--- config.mk ---
export PLATFORM = sky130hd
export DESIGN_NAME = ptr_move_unit
export DESIGN_NICKNAME = d
export VERILOG_FILES = /design/src/rtl/ptrmv_pkg.sv /design/src/rtl/ptrmv_sequencer.sv /design/src/rtl/ptrmv_datapath.sv /design/src/rtl/ptr_move_unit.sv
export SDC_FILE = /design/constraint.sdc
export NUM_CORES = 1
export LEC_CHECK = 0
export ABC_CLOCK_PERIOD_IN_PS = 2500
export BUFFER_PORTS_ARGS = -buffer_cell sky130_fd_sc_hd__buf_2
export CAP_MARGIN = 10
export CORE_ASPECT_RATIO = 0.6
export CORE_MARGIN = 1
export CORE_UTILIZATION = 45
export DETAILED_ROUTE_END_ITERATION = 12
export PLACE_DENSITY_LB_ADDON = 0.08
export SYNTH_ARGS = -nofsm -noshare
export SYNTH_HDL_FRONTEND = slang
export SYNTH_SLANG_ARGS = --single-unit
--- constraint.sdc ---
create_clock -name clk -period 2.5 [get_ports clk]
set_clock_uncertainty 0.2 [all_clocks]
set_input_delay 0.375 -clock clk [delete_from_list [all_inputs] [get_ports clk]]
set_output_delay 0.375 -clock clk [all_outputs]
set_load 0.01 [all_outputs]
--- src/rtl/ptrmv_pkg.sv ---
package ptrmv_pkg;

    localparam int BYTE_W = 8;

    localparam logic [7:0] OPC_LOAD  = 8'h3E;
    localparam logic [7:0] OPC_STORE = 8'h3F;

    // Phase numbers of the fixed schedule; phase 0 is idle.
    localparam int PH_PTR_RD  = 1;  // read pointer cell
    localparam int PH_PTR_CAP = 2;  // capture pointer
    localparam int PH_XFER    = 3;  // data read (load) or write (store)
    localparam int PH_DAT_CAP = 4;  // capture loaded byte
    localparam int PH_INC     = 5;  // advance pointer
    localparam int PH_PTR_WR  = 6;  // write pointer back
    localparam int PH_MIN_LAT = 7;  // shortest legal latency

    function automatic logic opc_valid(input logic [7:0] opc);
        return (opc == OPC_LOAD) || (opc == OPC_STORE);
    endfunction

endpackage

--- src/rtl/ptrmv_sequencer.sv ---
module ptrmv_sequencer
    import ptrmv_pkg::*;
#(
    parameter int LAT = 10,
    localparam int PW = $clog2(LAT + 1)
) (
    input  logic          clk,
    input  logic          rst_n,
    input  logic          start,
    input  logic [7:0]    opcode,
    output logic          accept,
    output logic [PW-1:0] phase,
    output logic          is_load,
    output logic          done
);

    localparam logic [PW-1:0] PH_LAST = PW'(LAT);

    typedef struct packed {
        logic [PW-1:0] phase;
        logic          load;
    } seq_s;

    seq_s seq_d, seq_q;

    always_comb begin
        seq_d  = seq_q;
        accept = start && (seq_q.phase == '0) && opc_valid(opcode);
        if (accept) begin
            seq_d.phase = PW'(1);
            seq_d.load  = (opcode == OPC_LOAD);
        end else if (seq_q.phase == PH_LAST) begin
            seq_d.phase = '0;
        end else if (seq_q.phase != '0) begin
            seq_d.phase = seq_q.phase + PW'(1);
        end
    end

    always_ff @(posedge clk or negedge rst_n) begin
        if (!rst_n) begin
            seq_q <= '0;
        end else begin
            seq_q <= seq_d;
        end
    end

    assign phase   = seq_q.phase;
    assign is_load = seq_q.load;
    assign done    = (seq_q.phase == PH_LAST);

    // a start seen mid-instruction never restarts the schedule
    a_r8_busy_start_ignored: assert property (@(posedge clk) disable iff (!rst_n)
        (seq_q.phase != '0 && start) |=> (seq_q.phase != PW'(1)));

    // done is a one-cycle pulse
    a_r3_done_single: assert property (@(posedge clk) disable iff (!rst_n)
        done |=> !done);

endmodule

--- src/rtl/ptrmv_datapath.sv ---
module ptrmv_datapath
    import ptrmv_pkg::*;
#(
    parameter int W   = BYTE_W,
    parameter int LAT = 10,
    localparam int PW = $clog2(LAT + 1)
) (
    input  logic          clk,
    input  logic          rst_n,
    input  logic          accept,
    input  logic [W-1:0]  operand,
    input  logic [PW-1:0] phase,
    input  logic          is_load,
    output logic          mem_en,
    output logic          mem_we,
    output logic [W-1:0]  mem_addr,
    output logic [W-1:0]  mem_wdata,
    input  logic [W-1:0]  mem_rdata,
    input  logic [W-1:0]  acc_in,
    output logic          acc_we,
    output logic [W-1:0]  acc_wdata,
    output logic          zflag
);

    localparam logic [PW-1:0] PH_LAST = PW'(LAT);

    typedef struct packed {
        logic [W-1:0] opnd;
        logic [W-1:0] ptr;
        logic [W-1:0] data;
        logic         z;
    } dp_s;

    dp_s dp_d, dp_q;

    always_comb begin
        dp_d      = dp_q;
        mem_en    = 1'b0;
        mem_we    = 1'b0;
        mem_addr  = dp_q.opnd;
        mem_wdata = dp_q.ptr;
        acc_we    = 1'b0;
        acc_wdata = dp_q.data;

        if (accept) begin
            dp_d.opnd = operand;
        end

        unique case (phase)
            PW'(PH_PTR_RD): begin
                mem_en   = 1'b1;
                mem_addr = dp_q.opnd;
            end
            PW'(PH_PTR_CAP): begin
                dp_d.ptr = mem_rdata;
            end
            PW'(PH_XFER): begin
                mem_en    = 1'b1;
                mem_we    = !is_load;
                mem_addr  = dp_q.ptr;
                mem_wdata = acc_in;
            end
            PW'(PH_DAT_CAP): begin
                if (is_load) begin
                    dp_d.data = mem_rdata;
                end
            end
            PW'(PH_INC): begin
                dp_d.ptr = dp_q.ptr + W'(1);
            end
            PW'(PH_PTR_WR): begin
                mem_en    = 1'b1;
                mem_we    = 1'b1;
                mem_addr  = dp_q.opnd;
                mem_wdata = dp_q.ptr;
            end
            PH_LAST: begin
                if (is_load) begin
                    acc_we = 1'b1;
                    dp_d.z = (dp_q.data == '0);
                end
            end
            default: ;
        endcase
    end

    always_ff @(posedge clk or negedge rst_n) begin
        if (!rst_n) begin
            dp_q <= '0;
        end else begin
            dp_q <= dp_d;
        end
    end

    assign zflag = dp_q.z;

    // written-back pointer is the byte fetched four cycles earlier plus one
    a_r4_ptr_writeback: assert property (@(posedge clk) disable iff (!rst_n)
        (phase == PW'(PH_PTR_WR)) |-> (mem_we && mem_wdata == W'($past(mem_rdata, 4) + W'(1))));

    // store form keeps the zero flag
    a_r6_store_keeps_z: assert property (@(posedge clk) disable iff (!rst_n)
        (phase == PH_LAST && !is_load) |=> $stable(zflag));

    // store form never writes the accumulator
    a_r2_store_no_acc: assert property (@(posedge clk) disable iff (!rst_n)
        (phase != '0 && !is_load) |-> !acc_we);

endmodule

--- src/rtl/ptr_move_unit.sv ---
module ptr_move_unit
    import ptrmv_pkg::*;
#(
    parameter int LAT = 10
) (
    input  logic              clk,
    input  logic              rst_n,
    input  logic              start,
    input  logic [7:0]        opcode,
    input  logic [BYTE_W-1:0] operand,
    output logic              mem_en,
    output logic              mem_we,
    output logic [BYTE_W-1:0] mem_addr,
    output logic [BYTE_W-1:0] mem_wdata,
    input  logic [BYTE_W-1:0] mem_rdata,
    input  logic [BYTE_W-1:0] acc_in,
    output logic              acc_we,
    output logic [BYTE_W-1:0] acc_wdata,
    output logic              zflag,
    output logic              done
);

    localparam int PW = $clog2(LAT + 1);

    logic          accept;
    logic [PW-1:0] phase;
    logic          is_load;

    ptrmv_sequencer #(.LAT(LAT)) u_seq (
        .clk     (clk),
        .rst_n   (rst_n),
        .start   (start),
        .opcode  (opcode),
        .accept  (accept),
        .phase   (phase),
        .is_load (is_load),
        .done    (done)
    );

    ptrmv_datapath #(.W(BYTE_W), .LAT(LAT)) u_dp (
        .clk       (clk),
        .rst_n     (rst_n),
        .accept    (accept),
        .operand   (operand),
        .phase     (phase),
        .is_load   (is_load),
        .mem_en    (mem_en),
        .mem_we    (mem_we),
        .mem_addr  (mem_addr),
        .mem_wdata (mem_wdata),
        .mem_rdata (mem_rdata),
        .acc_in    (acc_in),
        .acc_we    (acc_we),
        .acc_wdata (acc_wdata),
        .zflag     (zflag)
    );

    initial begin
        a_lat_range: assert (LAT >= PH_MIN_LAT);
    end

    // an unknown opcode at idle causes no memory access
    a_r9_bad_opcode: assert property (@(posedge clk) disable iff (!rst_n)
        (phase == '0 && start && !opc_valid(opcode)) |=> !mem_en);

endmodule

==> out/results.txt <==
Utilization after layout: 60.3%
First-pass GRT wire length: 6600 um
CP startpoint kind: register
R2R Setup Slk: 330 ps
Crit share post-route: 95.8%
Async SR Flop Fraction: 100%
Wirelength, routed: 3960 um
Max FO, Critical Path: 16
PD cells: 1200 mW/mm^2
Largest net degree at the start of global routing: 31
Yosys warning count: 0
Worst-path clk slew: 60 ps
Final Hold Fails: 0
Drt via density: 5.51
WP buf/inv: 2
Slowest CP cell: dfrtp_1
GRT Util Overall: 22.0%
Synth top area cells: dfrtp_1 (43%), mux2_2 (21%), buf_4 (3.5%)
Crit path kind: register to output pin
Post-synth EDFFs: 0
Max Clock Freq: 418 MHz
Slew at the pin closest to its max-slew limit: 694 ps
Syn_nets: 189
Setup bufs post-CTS: 0
Die Ht: 50.1 um
Max Buffers Root-to-Sink: 2
Num CTS Buffers: 5
Drc violations: 0
Worst path cell trace: nand2_1 > nor3_2 > buf_4 > mux2_2 > buf_2
Most frequent cells in the layout: buf_2 (63), mux2_2 (32), dfrtp_1 (30), nand2_1 (7), buf_4 (7)
Nets: 251
Fin Setup TNS: 0 ps
Sequential share of the synthesized area: 43.3%
Die W: 82.1 um
Max VDD drop: 0.000606 V
Synth Flop Type: dfrtp_1
Post-CTS sizing: 0
Avg Cell Area, Syn: 11.3 um^2
Syn Std Cell Area: 0.00173 mm^2
Placer congestion estimate: 0.806
Crit path max-delay family: flip-flops
Detail Route Antenna Nets: 0
Die area: 0.00411 mm^2
Clock Latency Late Sink: 270 ps
Pins Over Slew Limit: 0
Detailed-placement wirelength estimate: 2970 um
Number of global-route vias before repair: 1417
RSZ-0062 raised after global routing: false
Wire length per cell: 15.1 um
Core Area: 0.00368 mm^2
Initial Util: 47.1%
Initial DRC Count: 57
Commonest non-fill, non-tap cell in the layout: buf_2
Synth-to-layout area growth: 28.1%
Yosys reg bits: 30
CP arrival: 1820 ps
Via count: 1450
Worst hold path type: primary input to register
Fin area: 0.00222 mm^2
CTS sink cnt: 30
Setup crit end kind: output pin
First-pass DRT Iterations: 6
Minimum clock period: 2390 ps
Final setup violation count: 0
CTS root buffer: clkbuf_8
Cts-stage hold buffer count: 1
Antenna diode count: 0
Rel. slew slack: 53.7%
Worst path max stage delay: 510 ps
Multi-input gate area: 875 um^2
MaxCap Viol Count: 0
Row cnt: 17
Register Area: 751 um^2
I/O Buffers: 63
Static leakage: 0.00107 uW
Placement Cell Area: 0.00207 mm^2
Layout fillers: 315
Post-Syn Instances: 153
Ratio of cells with drive above 1 in the final layout: 54.2%
CTS tree: done
Share of the synthesized area in the top cell type: 43.3%
Status: complete, no violations
Grt ovf: 0
Cell variety after synth: 44
Initial antenna violation count: 0
CP required: 1920 ps
H-tree levels: 2
Yosys top cell by area: dfrtp_1
IO Pins: 64
-- layer usage --
metal  vias to the layer above  global-route usage, %  part of all wire [%]
met2                        47                   32.6                    46
met5                         -                      0                     0
li1                        689                      -                     -
met3                         4                   5.93                   5.9
met1                       710                   30.4                    47
met4                         0                   7.60                  0.78
-- synthesized netlist by cell type (2+ instances only) --
master and number:
o21ai_0 3, o211ai_1 4, mux2_2 32, nand4b_1 2, nor4_1 3, nand3_1 5, nand3b_1 2, nand4_1 4
inv_1 4, xnor2_1 2, clkbuf_1 4, mux2i_1 3, or4b_2 2, nand2_1 7, or4_1 2, buf_4 8
nor2_1 5, a21oi_1 3, buf_1 2, dfrtp_1 30, buf_2 2, nand2b_1 2
-- metrics by stage --
| step | worst slack, ps | power, uW | hold slack, ps | std cells |
|---|---|---|---|---|
| global route | 6.37 | 2870 | 68.1 | 263 |
| finish | 106 | 2670 | 75.4 | 263 |
| detailed placement | 385 | 2070 | 254 | 254 |
| CTS | 112 | 2690 | 71.3 | 263 |
| floorplan | 452 | 1720 | -121 | 153 |
| global placement | 415 | 2030 | 249 | 254 |
-- report_power, final --
part / internal (uW) / leakage (uW) / switching, uW
Sequential: 664 / 0.000370 / 199
Combinational: 605 / 0.000633 / 594
Clock: 425 / 0.0000714 / 180
-- path summary, 6_finish.rpt --
kind                                             from                        end  cells past startpoint
setup / recovery           u_seq.phase[0]$_DFFE_PN0P_                mem_addr[3]                      5
hold / removal                              opcode[0]  u_seq.is_load$_DFFE_PN0P_                      2
setup reg to reg           u_seq.phase[0]$_DFFE_PN0P_  u_dp.dp_q[16]$_DFFE_PN0P_                      4
hold reg to reg             u_dp.dp_q[17]$_DFFE_PN0P_  u_dp.dp_q[17]$_DFFE_PN0P_                      1
max in group asynchronous                       rst_n  u_dp.dp_q[17]$_DFFE_PN0P_                      2
min in group asynchronous                       rst_n  u_dp.dp_q[22]$_DFFE_PN0P_                      2
-- layout make-up --
| type | count | area share (%) |
|---|---|---|
| Clock buffer | 6 | 3.72 |
| Clock inverter | 2 | 2.71 |
| Inverter | 4 | 0.676 |
| Multi-Input combinational cell | 103 | 39.4 |
| Sequential cell | 30 | 33.8 |
| Tap cell | 47 | 2.65 |
| Timing Repair Buffer | 71 | 17.0 |
-- registers in the layout (all words and copies together), names as in the netlist --
| register | count |
|---|---|
| u_seq.is_load | 1 |
| u_dp.dp_q | 16 |
| u_dp.acc_wdata | 8 |
| u_seq.phase | 4 |
| u_dp.zflag | 1 |
-- worst register-to-register path, delay by kind of cell, from the launching register on --
family                 cells  cell delay (ps)
buffers and inverters      1              220
flip-flops                 1              510
AO/OA/AOI/OAI              1              110
AND/OR/NAND/NOR            2             1040
-- cell families after synthesis --
group,count (synthesis),synth area share (%)
compound gates,19,7.87
flops,30,43.3
mux,35,22.5
simple gates,45,17.8
xor+xnor,3,1.52
buf+inv,20,6.21
fa+ha+maj,1,0.722
(Power assumes the default switching activity.)
